File: src/rtl/rsv_pkg.sv
package rsv_pkg;

    typedef enum logic [2:0] {
        OP_LOAD  = 3'd0,
        OP_FETCH = 3'd1,
        OP_STORE = 3'd2,
        OP_LINK  = 3'd3,
        OP_COND  = 3'd4,
        OP_LKRD  = 3'd5,
        OP_LKWR  = 3'd6,
        OP_RMW   = 3'd7
    } op_e;

    typedef enum logic {
        LK_FREE = 1'b0,
        LK_HELD = 1'b1
    } lk_state_e;

endpackage

File: src/rtl/rsv_slot_table.sv
module rsv_slot_table #(
    parameter int LINE_W = 26,
    parameter int REQ_W  = 4,
    parameter int SLOTS  = 4
) (
    input  logic              clk,
    input  logic              rst_n,
    input  logic              link_i,
    input  logic              cond_i,
    input  logic              wr_i,
    input  logic [LINE_W-1:0] line_i,
    input  logic [REQ_W-1:0]  req_i,
    input  logic              tag_hit_i,
    output logic              cond_ok_o
);
    localparam int IW = (SLOTS > 1) ? $clog2(SLOTS) : 1;
    localparam int AW = IW;
    localparam logic [AW:0] RANK_NEW  = SLOTS[AW:0];
    localparam logic [AW-1:0] RANK_OLD = AW'(SLOTS - 1);

    logic [SLOTS-1:0]  vld_q;
    logic [LINE_W-1:0] line_q [SLOTS];
    logic [REQ_W-1:0]  own_q  [SLOTS];
    logic [AW-1:0]     age_q  [SLOTS];

    logic [SLOTS-1:0] m_line;
    logic [SLOTS-1:0] m_own;

    genvar g;
    generate
        for (g = 0; g < SLOTS; g++) begin : g_match
            assign m_line[g] = vld_q[g] && (line_q[g] == line_i);
            assign m_own[g]  = m_line[g] && (own_q[g] == req_i);
        end
    endgenerate

    logic          any_line, any_own, any_free;
    logic [IW-1:0] line_idx, free_idx, old_idx;
    logic [IW-1:0] alloc_idx;
    logic [AW:0]   alloc_rank;
    logic          clr_en;

    always_comb begin
        line_idx = '0;
        free_idx = '0;
        old_idx  = '0;
        any_free = 1'b0;
        for (int i = SLOTS - 1; i >= 0; i--) begin
            if (m_line[i]) line_idx = IW'(i);
            if (!vld_q[i]) begin
                free_idx = IW'(i);
                any_free = 1'b1;
            end
            if (vld_q[i] && age_q[i] == RANK_OLD) old_idx = IW'(i);
        end
        any_line = |m_line;
        any_own  = |m_own;
        if (any_line) begin
            alloc_idx  = line_idx;
            alloc_rank = {1'b0, age_q[line_idx]};
        end else if (any_free) begin
            alloc_idx  = free_idx;
            alloc_rank = RANK_NEW;
        end else begin
            alloc_idx  = old_idx;
            alloc_rank = {1'b0, RANK_OLD};
        end
        clr_en = cond_i ? any_line : (wr_i && tag_hit_i && any_own);
    end

    assign cond_ok_o = any_own;

    always_ff @(posedge clk) begin
        if (!rst_n) begin
            vld_q <= '0;
            for (int j = 0; j < SLOTS; j++) begin
                line_q[j] <= '0;
                own_q[j]  <= '0;
                age_q[j]  <= '0;
            end
        end else if (link_i) begin
            for (int j = 0; j < SLOTS; j++) begin
                if (IW'(j) == alloc_idx) begin
                    vld_q[j]  <= 1'b1;
                    line_q[j] <= line_i;
                    own_q[j]  <= req_i;
                    age_q[j]  <= '0;
                end else if (vld_q[j] && ({1'b0, age_q[j]} < alloc_rank)) begin
                    age_q[j] <= age_q[j] + 1'b1;
                end
            end
        end else if (clr_en) begin
            for (int j = 0; j < SLOTS; j++) begin
                if (IW'(j) == line_idx) begin
                    vld_q[j] <= 1'b0;
                end else if (vld_q[j] && (age_q[j] > age_q[line_idx])) begin
                    age_q[j] <= age_q[j] - 1'b1;
                end
            end
        end
    end

    AST_LINK_RESERVES: assert property (@(posedge clk) disable iff (!rst_n)
        link_i |=> vld_q[$past(alloc_idx)]);

    AST_COND_CLEARS: assert property (@(posedge clk) disable iff (!rst_n)
        cond_i |=> ((vld_q & $past(m_line)) == '0));

    AST_ONE_SLOT_PER_LINE: assert property (@(posedge clk) disable iff (!rst_n)
        $onehot0(m_line));

endmodule

File: src/rtl/rsv_lock_fsm.sv
module rsv_lock_fsm
    import rsv_pkg::*;
#(
    parameter int LINE_W = 26
) (
    input  logic              clk,
    input  logic              rst_n,
    input  logic              lkrd_i,
    input  logic              lkwr_i,
    input  logic [LINE_W-1:0] line_i,
    output logic              blk_active_o,
    output logic [LINE_W-1:0] blk_line_o,
    output logic              blk_err_o
);
    lk_state_e         state_q, state_d;
    logic [LINE_W-1:0] line_q, line_d;
    logic              err_q, err_d;

    always_comb begin
        state_d = state_q;
        line_d  = line_q;
        err_d   = 1'b0;
        unique case (state_q)
            LK_FREE: begin
                if (lkrd_i) begin
                    state_d = LK_HELD;
                    line_d  = line_i;
                end
            end
            LK_HELD: begin
                if (lkwr_i && line_i == line_q) begin
                    state_d = LK_FREE;
                end else if (lkrd_i && line_i != line_q) begin
                    err_d = 1'b1;
                end
            end
            default: state_d = LK_FREE;
        endcase
    end

    always_ff @(posedge clk) begin
        if (!rst_n) begin
            state_q <= LK_FREE;
            line_q  <= '0;
            err_q   <= 1'b0;
        end else begin
            state_q <= state_d;
            line_q  <= line_d;
            err_q   <= err_d;
        end
    end

    always_comb begin
        blk_active_o = (state_q == LK_HELD);
        blk_line_o   = line_q;
        blk_err_o    = err_q;
    end

    AST_ERR_WHILE_HELD: assert property (@(posedge clk) disable iff (!rst_n)
        blk_err_o |-> blk_active_o);

    AST_ERR_KEEPS_LINE: assert property (@(posedge clk) disable iff (!rst_n)
        blk_err_o |-> $stable(blk_line_o));

    AST_MATCH_RELEASES: assert property (@(posedge clk) disable iff (!rst_n)
        (state_q == LK_HELD && lkwr_i && line_i == line_q) |=> !blk_active_o);

endmodule

File: src/rtl/rsv_monitor.sv
module rsv_monitor
    import rsv_pkg::*;
#(
    parameter int LINE_W = 26,
    parameter int REQ_W  = 4,
    parameter int SLOTS  = 4,
    parameter int WORD_W = 32
) (
    input  logic              clk,
    input  logic              rst_n,
    input  logic              bypass_i,
    input  logic              op_valid_i,
    input  logic [2:0]        op_code_i,
    input  logic [LINE_W-1:0] op_line_i,
    input  logic [REQ_W-1:0]  op_req_i,
    input  logic              op_tag_hit_i,
    output logic              rsp_valid_o,
    output logic [WORD_W-1:0] rsp_word_o,
    output logic              blk_active_o,
    output logic [LINE_W-1:0] blk_line_o,
    output logic              blk_err_o
);
    op_e  op;
    logic rsv_on;
    logic do_link, do_cond, do_wr, do_lkrd, do_lkwr;
    logic cond_ok, ok_d;
    logic rsp_valid_q, rsp_ok_q;

    assign op     = op_e'(op_code_i);
    assign rsv_on = op_valid_i && !bypass_i;

    always_comb begin
        do_link = 1'b0;
        do_cond = 1'b0;
        do_wr   = 1'b0;
        unique case (op)
            OP_LINK:                         do_link = rsv_on;
            OP_COND:                         do_cond = rsv_on;
            OP_STORE, OP_RMW, OP_LKRD, OP_LKWR: do_wr = rsv_on;
            default: ;
        endcase
    end

    assign do_lkrd = op_valid_i && (op == OP_LKRD);
    assign do_lkwr = op_valid_i && (op == OP_LKWR);

    rsv_slot_table #(
        .LINE_W (LINE_W),
        .REQ_W  (REQ_W),
        .SLOTS  (SLOTS)
    ) u_slots (
        .clk       (clk),
        .rst_n     (rst_n),
        .link_i    (do_link),
        .cond_i    (do_cond),
        .wr_i      (do_wr),
        .line_i    (op_line_i),
        .req_i     (op_req_i),
        .tag_hit_i (op_tag_hit_i),
        .cond_ok_o (cond_ok)
    );

    rsv_lock_fsm #(
        .LINE_W (LINE_W)
    ) u_lock (
        .clk          (clk),
        .rst_n        (rst_n),
        .lkrd_i       (do_lkrd),
        .lkwr_i       (do_lkwr),
        .line_i       (op_line_i),
        .blk_active_o (blk_active_o),
        .blk_line_o   (blk_line_o),
        .blk_err_o    (blk_err_o)
    );

    assign ok_d = do_cond ? cond_ok : 1'b1;

    always_ff @(posedge clk) begin
        if (!rst_n) begin
            rsp_valid_q <= 1'b0;
            rsp_ok_q    <= 1'b0;
        end else begin
            rsp_valid_q <= op_valid_i;
            rsp_ok_q    <= op_valid_i && ok_d;
        end
    end

    always_comb begin
        rsp_valid_o = rsp_valid_q;
        rsp_word_o  = {{(WORD_W-1){1'b0}}, rsp_ok_q};
    end

    AST_RSP_FOLLOWS_OP: assert property (@(posedge clk) disable iff (!rst_n)
        rsp_valid_o |-> $past(op_valid_i));

    AST_WORD_UPPER_ZERO: assert property (@(posedge clk) disable iff (!rst_n)
        rsp_word_o[WORD_W-1:1] == '0);

    AST_BYPASS_SUCCEEDS: assert property (@(posedge clk) disable iff (!rst_n)
        (rsp_valid_o && $past(bypass_i)) |-> rsp_word_o[0]);

    AST_FAIL_ONLY_COND: assert property (@(posedge clk) disable iff (!rst_n)
        (rsp_valid_o && !rsp_word_o[0]) |-> ($past(op_code_i) == OP_COND));

endmodule

File: config.mk
export PLATFORM = sky130hd
export DESIGN_NAME = rsv_monitor
export DESIGN_NICKNAME = d
export VERILOG_FILES = /design/src/rtl/rsv_pkg.sv /design/src/rtl/rsv_slot_table.sv /design/src/rtl/rsv_lock_fsm.sv /design/src/rtl/rsv_monitor.sv
export SDC_FILE = /design/constraint.sdc
export NUM_CORES = 1
export LEC_CHECK = 0
export ABC_AREA = 1
export BUFFER_PORTS_ARGS = -buffer_cell sky130_fd_sc_hd__buf_2
export CAP_MARGIN = 5
export CORE_MARGIN = 1.5
export CORE_UTILIZATION = 40
export DETAILED_ROUTE_END_ITERATION = 8
export PLACE_DENSITY = 0.65
export REMOVE_ABC_BUFFERS = 1
export SLEW_MARGIN = 20
export SYNTH_ARGS = -nofsm -noshare
export SYNTH_HDL_FRONTEND = slang
export SYNTH_HIERARCHICAL = 1
export SYNTH_SLANG_ARGS = --single-unit
File: constraint.sdc
create_clock -name clk -period 4.7 [get_ports clk]
set_input_delay 0.235 -clock clk [delete_from_list [all_inputs] [get_ports clk]]
set_output_delay 0.235 -clock clk [all_outputs]
set_load 0.03 [all_outputs]
* After elaboration in Yosys (flattened, before gate mapping) *
Memory sizes are Yosys's and may differ from the RTL's.
Cells that the tools add are included.

word-level totals
  register bits after elaboration = 34
  bits in latches = 0
  bits in writable memories = 128
  memory bits (read-only) = 0
  input bits = 38
  output and inout port bits = 61
  word-level logic and storage cells = 245
  memories = 3

memory list
  memory          words  bits a word  read ports  clocked after Yosys merged registers in  wr ports  RTL line              source
  u_slots.line_q  4      26           4           0                                        4         rsv_slot_table.sv:22  logic [LINE_W-1:0] line_q [SLOTS];
  u_slots.own_q   4      4            4           0                                        4         rsv_slot_table.sv:23  logic [REQ_W-1:0] own_q [SLOTS];
  u_slots.age_q   4      2            5           0                                        4         rsv_slot_table.sv:24  logic [AW-1:0] age_q [SLOTS];

cells by class
  $add $sub $neg = 8
  $mul = 0
  div/mod/pow operators = 0
  $lt $le $gt $ge = 8
  equal/unequal tests = 30
  shift operators = 0
  multiplexer cells = 120
  bitwise operators = 22
  reduce and logical (&&, ||, !) cells = 45

operator list
  operator                                                count
  == test 26 bit                                          5
  2-to-1 mux 26 bit                                       4
  2-to-1 mux 1 bit                                        81
  2-to-1 mux 2 bit                                        26
  logical AND 1 bit                                       28
  inequality test 26 bit                                  1
  2-to-1 mux 4 bit                                        6
  OR 1 bit                                                20
  == test 4 bit                                           4
  == test 3 bit (second input constant)                   4
  less-than comparator 2 x 3 -> 1 bit                     4
  AND reduction 3 bit                                     4
  OR reduction 4 bit                                      3
  nonzero test 2 bit                                      5
  adder 2 x 1 -> 2 bit (second input constant)            4
  == test 2 bit (first input constant)                    4
  == test 2 bit (second input constant)                   4
  > comparator 2 bit                                      4
  inequality test 2 x 1 -> 1 bit (second input constant)  4
  subtractor 2 x 1 -> 2 bit (second input constant)       4
  == test 3 x 2 -> 1 bit (second input constant)          2
  2-to-1 mux 3 bit                                        2
  == test 1 x 2 -> 1 bit (first input constant)           2
  zero test 2 bit                                         2
  5 further kinds                                         6

* Longest topological paths before layout *
An unclocked memory read counts as a cell.

  depth in word-level cells = 18
  mapped depth = 26
  gate-level depth less buffers = 25

* By module *
The synthesis kept the hierarchy.

by module, submodules not included
  module          instances  cells an instance  area each (µm²)
  rsv_slot_table  1          1,121              8,363.0
  rsv_lock_fsm    1          239                1,462.7
  rsv_monitor     1          56                 386.6

* Worst setup path before layout *
Ideal clock, no wire load.

  path type = input-to-reg
  from = input port op_line_i[23]
  to = memory u_slots.line_q[2][0], enable pin
  setup time = 0.459 ns
  arrival = 3.649 ns
  required time = 4.241 ns
  slack = 0.592 ns
  stages on the path = 17
  buffers on the path = 1
  path through = buf_4 > inv_2 > nand2_1 > nand2_1 > inv_1 > nand2_1 > nor2_1 > nand2_1 > nor2_1 > nand2_2 > nand3_1 > nand2_4 > inv_1 > o21ai_2 > nor2_1 > inv_1 > o21ai_0

RTL lines
  item         RTL line              source
  from (decl)  rsv_monitor.sv:14     input logic [LINE_W-1:0] op_line_i,
  to (decl)    rsv_slot_table.sv:22

==> results.yml <==
finish:
  utilization: 0.450
  seqCellArea_um2: 4520
  drive_gt1_frac: 0.118
  multi_input_area_um2: 4570
  syn2layout_area_growth_pct: 10.7
  layout.nets: 1526
  diodes: 0
  fillers: 2539
clock_tree:
  cts-root-buf: "clkbuf_16"
  cts_sinks: 162
  cts_buffers: 17
  cts_tree: "yes"
  cts_hold_repair.buffers: 0
  clock_path_buffers: 2
  clk_pin_slew_ns: 0.07
  clock_latency_ns: 0.43
  cts-resized-gates: 0
  cts_max_level: 4
  post_cts_buffers: 0
drt:
  drt_iter0_markers: 1196
  num_vias: 9309
  routed_wl_mm: 32.5
  avgRoutedWirePerCell_um: 17.9
  drc: 0
  drt_pass1_iterations: 5
  viasPerCell: 5.12
  antenna_left: 0
global_routing:
  grt_max_degree: 49
  grt-ovfl-total: 0
  globalRouteTotalUtil: 0.253
  grt_pass1_wl_mm: 49.6
  grt_pass1_vias: 8653
  antenna_found_initial: 1
critical_path:
  arrival_ns: 3.95
  crit_path_start_kind: "register"
  worst-setup-path-type: "reg2reg"
  reg2reg_depth: 18
  cp.required_ns: 4.83
  worstReg2RegStart: "u_slots/line_q[2][20]$_SDFFCE_PN0P_"
  endpoint_kind: "register"
  cp_max_fo: 4
  crit_start: "u_slots/line_q[2][20]$_SDFFCE_PN0P_"
synthesis:
  synth_cell_types: 46
  synth_top_area_share: 0.376
  synth-edff-count: 128
  avgSynthCellArea_um2: 7.21
  syn_area_um2: 10200
  synth-async-reset-ratio: 0
  seq_area_frac_synth: 0.443
  ys_top_cells_by_area: "edfxtp_1, nand2_1, nor2_1"
  synth_seq_cells: 162
  synth_flop_cell: "edfxtp_1"
  yosys.area.top_type: "edfxtp_1"
  netlist_instances: 1416
  synth_warnings: 6
hold_path:
  hp-start: "op_valid_i"
  holdPathStages: 3
  hp-class: "in2reg"
sta:
  max_freq_mhz: 262
  period_minus_slack_ns: 3.82
  finalSetupViolCount: 0
  fin_hold_ws_ns: 0.0496
  setup_slack_ns: 0.880
  fin_crit_sh: 0.813
  worstMarginPinSlew_ns: 0.849
  fin_setup_tns_ns: 0
  drv_slew: 0
  maxSlewHeadroom: 0.433
  fin_worst_skew_ns: 0.0125
  rsz0062_at_grt: "no"
  hold_viol: 0
die:
  start_util: 0.407
  die_area_um2: 26500
  io_pins: 99
  die_y_um: 163
  row_count: 58
  core-area_um2: 25100
  die_width_um: 163
pwr:
  leakagePower_uw: 0.00541
  powerDensity_nw_per_um2: 303
  vdd_ir_drop_max_mv: 0.241
status:
  outcome: "finished, final reports clean"
job:
  drv_cap: 0
place:
  globalplace.congestion: 0.956
  io_buffers: 67
  pre_cts_ws_ns: 0.944
  dp.final_hpwl_mm: 24.0
-- Yosys cell counts, types with 3 or more instances --
master	n
inv_2	32
nand3_1	44
nand3b_1	3
nor3_2	3
buf_2	8
nand2_1	427
nand2_2	10
xnor2_1	34
inv_1	192
o21ai_1	14
nor3_1	11
ha_1	12
o21ai_0	37
clkbuf_1	18
dfxtp_1	34
nor4_1	3
and2_1	6
nand2_4	3
nor2_2	7
edfxtp_1	128
nor2_1	252
a21oi_1	29
xor2_1	14
buf_4	36
nand4_1	29
-- sequential cells by signal (all words and copies together) (netlist names) --
signal / count
u_slots/line_q: 104
u_lock/blk_line_o: 26
u_slots/own_q: 16
u_slots/age_q: 8
u_slots/vld_q: 4
rsp_ok_q: 1
rsp_valid_o: 1
u_lock/blk_active_o: 1
u_lock/blk_err_o: 1
-- through the flow --
step	instance area (um2)	instances	power (uW)
3_5_place_dp	10800	1787	2090
6_report	11300	1819	3430
4_1_cts	11300	1819	3440
3_3_place_gp	10800	1787	2090
2_1_floorplan	9920	1381	1920
5_1_grt	11300	1819	3560
-- report_power, final --
group	internal (uW)	total (uW)	leakage, uW	switching (uW)
sequential	1590	1620	0.00161	33.3
clock	710	1360	0.000282	649
combinational	116	447	0.00351	330
-- layout make-up --
type                       count  share of cell area
multi-input combinational    994               0.404
sequential                   162               0.400
inverter                     225              0.0747
clock buffer                  18              0.0388
tap                          330              0.0365
timing repair buffer          76              0.0356
clock inverter                14              0.0104
-- metal layers --
metal | up-vias | GRT usage | share of wire
met2 | 446 | 0.388 | 0.44
met4 | 2 | 0.107 | 0.034
li1 | 4466 | - | -
met1 | 4320 | 0.345 | 0.44
met5 | - | 0 | 0.00031
met3 | 75 | 0.0522 | 0.084
-- cell families after synthesis --
group,after synthesis,share of synthesized area
AOI/OAI and AO/OA,95,0.0516
xor gates and xnor gates,48,0.0412
adders and majority gates,12,0.0147
buffers and inverters,290,0.122
DFF,162,0.443
other,1,0.000367
and+or+nand+nor,808,0.327
-- placed cells by master (no fill, tap or decap), types with 3 or more instances in the layout --
cell type,synthesis,routed
a21oi_1,29,29
and2_1,6,6
buf_2,8,67
buf_4,36,9
clkbuf_16,0,17
conb_1,1,31
dfxtp_1,34,34
edfxtp_1,128,128
ha_1,12,12
inv_1,192,192
inv_2,32,32
inv_6,0,5
inv_8,0,3
nand2_1,427,427
nand2_2,10,10
nand2_4,3,3
nand3_1,44,44
nand3b_1,3,3
nand4_1,29,29
nor2_1,252,251
nor2_2,7,8
nor3_1,11,11
nor3_2,3,3
nor4_1,3,3
o21ai_0,37,36
o21ai_1,14,14
xnor2_1,34,34
xor2_1,14,14
-- worst max-delay path: stages (launching register included) --
cell	delay (ns)
edfxtp_1	0.40
xnor2_1	0.35
nand2_1	0.17
nor2_1	0.25
nand2_1	0.08
nor2_1	0.09
nand2_1	0.10
nand3_1	0.17
nand2_4	0.08
o211ai_2	0.17
o211ai_2	0.17
o21ai_0	0.52
ha_1	0.33
o21ai_1	0.08
inv_1	0.05
o21ai_1	0.13
nand3b_1	0.11
and2_1	0.16
nand3_1	0.10
-- worst paths after layout --
check	to	slack, ns
hold / removal	rsp_valid_o$_SDFF_PN0_	0.05
hold reg to reg	u_lock/blk_err_o$_SDFF_PP0_	0.55
setup reg to reg	u_slots/age_q[3][0]$_DFFE_PP_	0.88
setup / recovery	u_slots/age_q[3][0]$_DFFE_PP_	0.88
Power figures use the tool's default switching activity.
